--- src/rtl/fwh_pkg.sv ---
package fwh_pkg;

   typedef enum logic [3:0] {
      ST_IDLE,
      ST_SEL,
      ST_ADDR,
      ST_DATA,
      ST_HTAR1,
      ST_HTAR2,
      ST_SYNC,
      ST_SYNC_OK,
      ST_TTAR1,
      ST_TTAR2
   } fwh_state_e;

   localparam logic [3:0] CODE_RD_START = 4'b1101;
   localparam logic [3:0] CODE_WR_START = 4'b1110;
   localparam logic [3:0] SYNC_DONE     = 4'b0000;
   localparam logic [3:0] SYNC_SHORT    = 4'b0101;
   localparam logic [3:0] SYNC_LONG     = 4'b0110;
   localparam logic [3:0] LAD_PARK      = 4'b1111;

endpackage

--- src/rtl/fwh_addr_shift.sv ---
// Nibble-wide shift register; the most significant nibble arrives first.
module fwh_addr_shift #(
   parameter int ADDR_W = 32
) (
   input  logic              clk,
   input  logic              rst_n,
   input  logic              shift_en,
   input  logic [3:0]        nib_in,
   output logic [ADDR_W-1:0] addr_out
);

   generate
      if (ADDR_W % 4 != 0 || ADDR_W < 8) begin : g_bad_width
         $error("fwh_addr_shift: ADDR_W must be a multiple of 4, at least 8");
      end
   endgenerate

   always_ff @(posedge clk or negedge rst_n) begin
      if (!rst_n) begin
         addr_out <= '0;
      end else if (shift_en) begin
         addr_out <= {addr_out[ADDR_W-5:0], nib_in};
      end
   end

endmodule

--- src/rtl/fwh_wait_gen.sv ---
// Counts SYNC clocks and picks the short or long wait code.
module fwh_wait_gen
   import fwh_pkg::*;
#(
   parameter int SHORT_WAITS = 4
) (
   input  logic       clk,
   input  logic       rst_n,
   input  logic       active,
   output logic       first,
   output logic [3:0] code
);

   localparam int CW = (SHORT_WAITS < 1) ? 1 : $clog2(SHORT_WAITS + 1);
   localparam logic [CW-1:0] LIMIT = CW'(SHORT_WAITS);

   generate
      if (SHORT_WAITS < 1) begin : g_bad_waits
         $error("fwh_wait_gen: SHORT_WAITS must be at least 1");
      end
   endgenerate

   logic [CW-1:0] cnt;

   always_ff @(posedge clk or negedge rst_n) begin
      if (!rst_n) begin
         cnt <= '0;
      end else if (!active) begin
         cnt <= '0;
      end else if (cnt != LIMIT) begin
         cnt <= cnt + 1'b1;
      end
   end

   assign first = (cnt == '0);
   assign code  = (cnt < LIMIT) ? SYNC_SHORT : SYNC_LONG;

endmodule

--- src/rtl/fwh_lad_mux.sv ---
// Chooses what the target places on LAD in each state.
module fwh_lad_mux
   import fwh_pkg::*;
#(
   parameter int DATA_W = 8,
   parameter int CNT_W  = 3
) (
   input  fwh_state_e        state,
   input  logic              is_wr,
   input  logic [DATA_W-1:0] rdata,
   input  logic [CNT_W-1:0]  nib_idx,
   input  logic [3:0]        wait_code,
   output logic              oe,
   output logic [3:0]        nib_out
);

   logic [3:0] data_nib;
   assign data_nib = rdata[{nib_idx, 2'b00} +: 4];

   always_comb begin
      oe      = 1'b0;
      nib_out = LAD_PARK;
      case (state)
         ST_SYNC: begin
            oe      = 1'b1;
            nib_out = wait_code;
         end
         ST_SYNC_OK: begin
            oe      = 1'b1;
            nib_out = SYNC_DONE;
         end
         ST_DATA: begin
            oe      = !is_wr;
            nib_out = data_nib;
         end
         ST_TTAR1: begin
            oe      = 1'b1;
            nib_out = LAD_PARK;
         end
         default: begin
            oe      = 1'b0;
            nib_out = LAD_PARK;
         end
      endcase
   end

endmodule

--- src/rtl/fwh_target.sv ---
module fwh_target
   import fwh_pkg::*;
#(
   parameter int ADDR_W       = 32,
   parameter int DATA_W       = 8,
   parameter int SHORT_WAITS  = 4,
   parameter bit ENABLE_WRITE = 1'b1
) (
   input  logic              clk,
   input  logic              rst_n,
   input  logic              frame_n,
   input  logic [3:0]        lad_in,
   output logic [3:0]        lad_out,
   output logic              lad_oe,
   input  logic [3:0]        hub_id,
   output logic [ADDR_W-1:0] mem_addr,
   output logic              mem_rd,
   output logic              mem_wr,
   output logic [DATA_W-1:0] mem_wdata,
   input  logic [DATA_W-1:0] mem_rdata,
   input  logic              mem_ready
);

   localparam int ADDR_NIB = ADDR_W / 4;
   localparam int DATA_NIB = DATA_W / 4;
   localparam int MAX_NIB  = (ADDR_NIB > DATA_NIB) ? ADDR_NIB : DATA_NIB;
   localparam int CNT_W    = (MAX_NIB < 2) ? 1 : $clog2(MAX_NIB);
   localparam logic [CNT_W-1:0] ADDR_LAST = CNT_W'(ADDR_NIB - 1);
   localparam logic [CNT_W-1:0] DATA_LAST = CNT_W'(DATA_NIB - 1);

   generate
      if (DATA_W % 4 != 0 || DATA_W < 4) begin : g_bad_data
         $error("fwh_target: DATA_W must be a positive multiple of 4");
      end
      if (ADDR_W % 4 != 0 || ADDR_W < 8) begin : g_bad_addr
         $error("fwh_target: ADDR_W must be a multiple of 4, at least 8");
      end
   endgenerate

   fwh_state_e        state;
   logic              is_wr;
   logic [CNT_W-1:0]  nib_cnt;
   logic [DATA_W-1:0] rdata_q;
   logic [DATA_W-1:0] wdata_q;
   logic              wr_start;
   logic              wait_first;
   logic [3:0]        wait_code;
   logic              shift_en;

   // Write support is optional; without it only the read start code counts.
   generate
      if (ENABLE_WRITE) begin : g_wr
         assign wr_start = (lad_in == CODE_WR_START);
         assign mem_wr   = (state == ST_SYNC) && is_wr && wait_first;
      end else begin : g_rd_only
         assign wr_start = 1'b0;
         assign mem_wr   = 1'b0;
      end
   endgenerate

   always_ff @(posedge clk or negedge rst_n) begin
      if (!rst_n) begin
         state   <= ST_IDLE;
         is_wr   <= 1'b0;
         nib_cnt <= '0;
         rdata_q <= '0;
         wdata_q <= '0;
      end else if (!frame_n) begin
         // A low frame strobe always restarts decoding, whatever the state.
         nib_cnt <= '0;
         if (lad_in == CODE_RD_START) begin
            state <= ST_SEL;
            is_wr <= 1'b0;
         end else if (wr_start) begin
            state <= ST_SEL;
            is_wr <= 1'b1;
         end else begin
            state <= ST_IDLE;
         end
      end else begin
         case (state)
            ST_IDLE: state <= ST_IDLE;
            ST_SEL: state <= (lad_in == hub_id) ? ST_ADDR : ST_IDLE;
            ST_ADDR: begin
               if (nib_cnt == ADDR_LAST) begin
                  nib_cnt <= '0;
                  state   <= is_wr ? ST_DATA : ST_HTAR1;
               end else begin
                  nib_cnt <= nib_cnt + 1'b1;
               end
            end
            ST_DATA: begin
               if (is_wr) begin
                  wdata_q[{nib_cnt, 2'b00} +: 4] <= lad_in;
               end
               if (nib_cnt == DATA_LAST) begin
                  nib_cnt <= '0;
                  state   <= is_wr ? ST_HTAR1 : ST_TTAR1;
               end else begin
                  nib_cnt <= nib_cnt + 1'b1;
               end
            end
            ST_HTAR1: state <= ST_HTAR2;
            ST_HTAR2: state <= ST_SYNC;
            ST_SYNC: begin
               if (mem_ready) begin
                  state <= ST_SYNC_OK;
                  if (!is_wr) begin
                     rdata_q <= mem_rdata;
                  end
               end
            end
            ST_SYNC_OK: begin
               nib_cnt <= '0;
               state   <= is_wr ? ST_TTAR1 : ST_DATA;
            end
            ST_TTAR1: state <= ST_TTAR2;
            ST_TTAR2: state <= ST_IDLE;
            default:  state <= ST_IDLE;
         endcase
      end
   end

   assign shift_en  = frame_n && (state == ST_ADDR);
   assign mem_rd    = (state == ST_SYNC) && !is_wr && wait_first;
   assign mem_wdata = wdata_q;

   fwh_addr_shift #(
      .ADDR_W(ADDR_W)
   ) i_addr (
      .clk     (clk),
      .rst_n   (rst_n),
      .shift_en(shift_en),
      .nib_in  (lad_in),
      .addr_out(mem_addr)
   );

   fwh_wait_gen #(
      .SHORT_WAITS(SHORT_WAITS)
   ) i_wait (
      .clk   (clk),
      .rst_n (rst_n),
      .active(state == ST_SYNC),
      .first (wait_first),
      .code  (wait_code)
   );

   fwh_lad_mux #(
      .DATA_W(DATA_W),
      .CNT_W (CNT_W)
   ) i_mux (
      .state    (state),
      .is_wr    (is_wr),
      .rdata    (rdata_q),
      .nib_idx  (nib_cnt),
      .wait_code(wait_code),
      .oe       (lad_oe),
      .nib_out  (lad_out)
   );

endmodule

--- config.mk ---
export PLATFORM = sky130hd
export DESIGN_NAME = fwh_target
export DESIGN_NICKNAME = d
export VERILOG_FILES = /design/src/rtl/fwh_pkg.sv /design/src/rtl/fwh_addr_shift.sv /design/src/rtl/fwh_wait_gen.sv /design/src/rtl/fwh_lad_mux.sv /design/src/rtl/fwh_target.sv
export SDC_FILE = /design/constraint.sdc
export NUM_CORES = 1
export LEC_CHECK = 0
export ABC_AREA = 1
export BUFFER_PORTS_ARGS = -buffer_cell sky130_fd_sc_hd__buf_2
export CORE_MARGIN = 2
export CORE_UTILIZATION = 56
export CTS_BUF_LIST = sky130_fd_sc_hd__clkbuf_4
export DETAILED_ROUTE_END_ITERATION = 16
export PLACE_DENSITY = 0.92
export SLEW_MARGIN = 10
export SYNTH_ARGS = -nofsm -noshare
export SYNTH_HDL_FRONTEND = slang
export SYNTH_SLANG_ARGS = --single-unit
--- constraint.sdc ---
create_clock -name clk -period 2.9 [get_ports clk]
set_clock_uncertainty 0.2 [all_clocks]
set_input_delay 0.29 -clock clk [delete_from_list [all_inputs] [get_ports clk]]
set_output_delay 0.29 -clock clk [all_outputs]
set_load 0.005 [all_outputs]
Word-level counts from Yosys, hierarchy flattened --
Cells that the tools add are included.
Cells by class: shift-type cells 3, equal/unequal tests 19, bitwise operators 2, muxes and demuxes 23, reductions and logical operators 13, magnitude comparators 1, $add $sub $neg 3
Operators with widths (number):
- $pmux W4 S8 | 1
- $mux W4 | 6
- $mux W3 | 6
- $eq A4 B3 Y1 const B | 4
- $eq A4 B4 Y1 const B | 3
- $ne A3 B3 Y1 const B | 4
- $pmux W4 S3 | 1
- $pmux W3 S3 | 1
- $bwmux W8 | 1
- $eq A4 B2 Y1 const B | 2
- $shift A4 B7 Y8 const A | 1
- $shiftx A4 B7 Y8 | 1
- $shiftx A8 B6 Y4 | 1
- $neg A5 Y7 | 1
- $add A3 B1 Y3 const B | 2
- $reduce_and A3 Y1 | 2
- $logic_and A1 B1 Y1 | 5
- $eq A4 B1 Y1 const B | 1
- $eq A4 B4 Y1 | 1
- $mux W1 | 4
- $mux W2 | 2
- $ne A4 B1 Y1 const B | 1
- $reduce_and A4 Y1 | 1
- $eq A3 B1 Y1 const B | 1
- 10 further kinds | 11
Storage, ports and cells: input port bits 20, logic and storage cells 71, register bits after elaboration 59, output and inout bits 47

Logic depth before layout (Yosys ltp) --
depth in word-level cells 4, depth in mapped cells 10, gate-level depth less buffers 10

Cells and area by module --
Synthesis repeated with hierarchy kept, for this count alone.
Unflattened totals: cell total of the unflattened synthesis 406, area, all modules 3228.1 um^2
By module, submodules not included:
- fwh_target | times used 1, sequential area each 600.6 um^2, area each 1505.2 um^2, cells an instance 202
- fwh_addr_shift | times used 1, sequential area each 800.8 um^2, area each 1306.3 um^2, cells an instance 136
- fwh_lad_mux | times used 1, sequential area each 0.0 um^2, area each 217.7 um^2, cells an instance 42
- fwh_wait_gen | times used 1, sequential area each 75.1 um^2, area each 198.9 um^2, cells an instance 26

Worst setup path before layout --
No wires, ideal clock.
path kind flip-flop to flip-flop, start point reg nib_cnt[0], end point reg wdata_q[0] (netlist: mem_wdata[0]), setup time 0.118 ns, setup slack 0.785 ns, required time 2.582 ns, stages on the path, launching flop included 10, path buffers 0, clock period less this slack 2.115 ns, arrival 1.797 ns, cells stage by stage dfrtp_1 > clkinv_1 > ha_1 > inv_1 > ha_1 > or2_2 > nor2_1 > nand2_2 > nand2_1 > o21ai_2
Between the ends: longest elaborated chain between the ends 3, elaborated cells between the ends (all ways) 4, those cells by class 1 x add/sub; 2 x shift; 1 x mux
RTL lines:
- start, declared | RTL line fwh_target.sv:42 | logic [CNT_W-1:0] nib_cnt;
- start signal, assigned | RTL line fwh_target.sv:89 | nib_cnt <= nib_cnt + 1'b1;
- start signal, assigned | RTL line fwh_target.sv:100 | nib_cnt <= nib_cnt + 1'b1;
- $neg A5 Y7 (*) | RTL line fwh_target.sv:94 | wdata_q[{nib_cnt, 2'b00} +: 4] <= lad_in;
- $shiftx A4 B7 Y8 or $shift A4 B7 Y8 (tied branches) | RTL line fwh_target.sv:94
- $bwmux W8 (*) | RTL line fwh_target.sv:94
- end signal, assigned by index | RTL line fwh_target.sv:94
- end, declared | RTL line fwh_target.sv:44 | logic [DATA_W-1:0] wdata_q;
Mark *: on every way between the ends. The rest lies on a longest branch, timed or not. A chain may end at the register's enable or synchronous reset.

Worst setup path in the final report --
start point reg state[2], end point out lad_out[2]
Between the ends: longest elaborated chain between the ends 2, elaborated cells between the ends (all ways) 4, those cells by class 3 x eq/ne; 1 x mux
RTL lines:
- start, declared | RTL line fwh_target.sv:40 | fwh_state_e state;
- start signal, assigned | RTL line fwh_target.sv:83 | ST_SEL: state <= (lad_in == hub_id) ? ST_ADDR : ST_IDLE;
- start signal, assigned | RTL line fwh_target.sv:87 | state <= is_wr ? ST_DATA : ST_HTAR1;
- start signal, assigned | RTL line fwh_target.sv:98 | state <= is_wr ? ST_HTAR1 : ST_TTAR1;
- $eq A4 B2 Y1 or $eq A4 B3 Y1 (tied branches) | RTL line fwh_lad_mux.sv:23 | case (state)
- $pmux W4 S3 (*) | RTL line fwh_lad_mux.sv:23
- end, declared | RTL line fwh_target.sv:13 | output logic [3:0] lad_out,
Marks and branches as above.

==> run summary <==
Status -> completed
DIE WIDTH -> 77.12 um
Vias per Instance -> 5.338
DRT iter0 DRCs -> 205
WP data arrival -> 1940 ps
Ports -> 67
Cell count after synthesis -> 371
Reg clk slew, reported paths -> 100 ps
Fill cell count -> 412
Placed cells -> 500
First-pass GRT wire length -> 11930 um
WL final -> 6981 um
Worst Setup End Kind -> primary output
R2R depth -> 9
Nets@finish -> 481
Drt wl/cell -> 13.20 um
Seq/Total Area, Yosys -> 49.31%
Fmax -> 0.4110 GHz
Total leakage power -> 2.079 nW
Share of cells above drive strength 1 -> 24.18%
Post-CTS sizing -> 0
Tcrit/Tclk final -> 83.89%
Grt total ovfl -> 0
Drt first pass iters -> 5
Drt drc -> 0
Placed inst area -> 0.003368 mm2
Fin. Hold Viols -> 0
DP HPWL -> 4889 um
P&R area growth vs syn -> 22.02%
H-tree depth -> 3
CTS max path bufs -> 2
Reg2reg setup slack -> 530 ps
Worst R2R End -> mem_wdata[1]
WP data required -> 2410 ps
Syn Nets -> 398
Die Span Y -> 77.12 um
Tot GR Track Use -> 25.37%
Row count -> 26
#FFs+latches synth -> 59
Worst hold-check path type -> in -> reg
CTS tree -> done
Port bufs -> 66
Via count -> 2824
WS Path Type -> reg -> out
Unrepaired setup endpoints after global routing -> false
Worst Max-Slew Pin Slew -> 634.0 ps
Pin count of the biggest net entering global routing -> 43
Fin area -> 0.003654 mm2
Final Wtd Congestion -> 0.9109
Initial antenna violation count -> 0
Tmin final -> 2433 ps
Commonest non-fill, non-tap cell in the layout -> nand2_1
Slew headroom -> 57.34%
Pwr dens -> 559.9 mW/mm2
Setup Viol. Count Final -> 0
Vias in the first global route -> 2663
Slew Viols, Final -> 0
TNS Setup -> 0 ps
Register area -> 0.001476 mm2
Ys Warns -> 0
ANT nets after route -> 0
Unique masters post-synth -> 32
Peak VDD IR -> 0.2791 mV
CTS Buf Count -> 9
Critical R2R Launch -> nib_cnt[0]
Clk root buf -> clkbuf_4
Power after layout -> 2.046 mW
Critical Path End -> lad_out[2]
CTS Sinks -> 59
Core area -> 0.005140 mm2
Clk Latency, worst-skew pair -> 390 ps
Die area -> 0.005947 mm2
Fin cells -> 529
Max FO, Critical Path -> 4
Syn Area/Cell -> 8.070 um2
Final core utilization -> 71.08%
Initial core utilization -> 58.25%
Most frequent cells in the layout -> nand2_1 (144), buf_2 (66), dfrtp_1 (59)
Worst setup path start -> state[2]
Post-CTS Setup Inserts -> 0
Max_cap viols -> 0
Synth Cell Area -> 0.002994 mm2
Multi-input gate area -> 0.001311 mm2
Setup crit start kind -> flip-flop
# diodes -> 0
per-layer routing:
layer  global-route usage, %  up-vias  wire length [um]
met5                       0        -                 0
met4                   12.14        0               159
met3                   5.176       19               482
met2                   43.91      124              3566
met1                   30.09     1324              2773
li1                        -     1357                 -
registers in the layout, indices dropped and copies added (netlist names):
name             cells
mem_wdata            8
nib_cnt              3
state                4
rdata_q              8
i_addr.addr_out     32
i_wait.cnt           3
is_wr                1
cell families (layout without fill, tap and decap cells):
logic type	after synthesis	in the layout	share of synthesized area, %
flip-flops	59	59	49.31
AO/OA/AOI/OAI	59	59	11.87
buffers and inverters	45	133	6.895
AND/OR/NAND/NOR	201	201	29.00
adder cells (fa/ha/maj)	7	7	2.925
through the flow:
step / hold slack, ps / setup WS (ps)
after global placement: 29.44 / 675.8
after CTS: 4.084 / 465.8
after detailed placement: 35.03 / 568.6
after floorplan: -205.6 / 785.0
final: 24.88 / 467.1
after global routing: 23.54 / 281.4
Yosys cell counts:
library cell / n / share of area (%)
nand4_4: 1 / 0.71
clkinv_1: 1 / 0.13
o211ai_1: 2 / 0.50
buf_6: 4 / 1.5
o21ai_0: 33 / 5.5
nor2_4: 3 / 1.1
clkbuf_1: 5 / 0.63
inv_6: 1 / 0.29
o211ai_2: 1 / 0.42
buf_2: 1 / 0.17
nand3b_1: 1 / 0.25
nand3_1: 20 / 3.3
nand2_1: 144 / 18
o21a_1: 3 / 0.75
nor2_1: 16 / 2.0
nor4_1: 3 / 0.63
inv_1: 30 / 3.8
o21ai_1: 7 / 1.2
or2_2: 1 / 0.21
nand2_2: 5 / 1.0
dfrtp_1: 59 / 49
ha_1: 7 / 2.9
o22ai_1: 1 / 0.21
nand4_1: 2 / 0.42
nor2_2: 3 / 0.63
clkbuf_2: 1 / 0.17
o21ai_2: 9 / 2.6
and2_1: 1 / 0.21
nand2_4: 1 / 0.38
a21oi_1: 1 / 0.17
inv_2: 2 / 0.25
o21bai_1: 2 / 0.50
report_power, final:
group / internal [mW] / switching (mW) / total (mW)
Clock: 0.352 / 0.294 / 0.646
Combinational: 0.166 / 0.209 / 0.375
Sequential: 0.932 / 0.0923 / 1.02
Total: 1.45 / 0.595 / 2.05
critical path, stage by stage, from the launching register on:
cell and delay [ps]:
dfrtp_1 400, inv_1 150, nand2_1 140, nor4_1 510, nand2_1 110, nand3_1 120
buf_2 130
worst min-delay path by stage:
| stage | start | end | slack [ps] | depth (start not counted) |
|---|---|---|---|---|
| after global placement | rst_n | mem_wdata[1] | 30 | 1 |
| after detailed placement | rst_n | mem_wdata[3] | 40 | 1 |
| final | mem_ready | state[2] | 20 | 4 |
| after CTS | mem_ready | state[2] | 4 | 4 |
| after global routing | frame_n | state[1] | 20 | 3 |
| after floorplan | rst_n | i_addr.addr_out[0] | -210 | 0 |
what timing repair did:
action	in CTS	in global routing
hold buffers	13	0
endpoints found under the setup margin	0	0
endpoints found under the hold margin	34	0
area by class of cell:
cell class / count / area share (%)
Clock buffer: 10 / 2.055
Timing Repair Buffer: 83 / 13.42
Tap cell: 70 / 2.397
Sequential cell: 59 / 40.41
Clock inverter: 6 / 2.192
Inverter: 34 / 3.630
Multi-Input combinational cell: 267 / 35.89
Note: power is estimated with default switching activity, not from simulation.
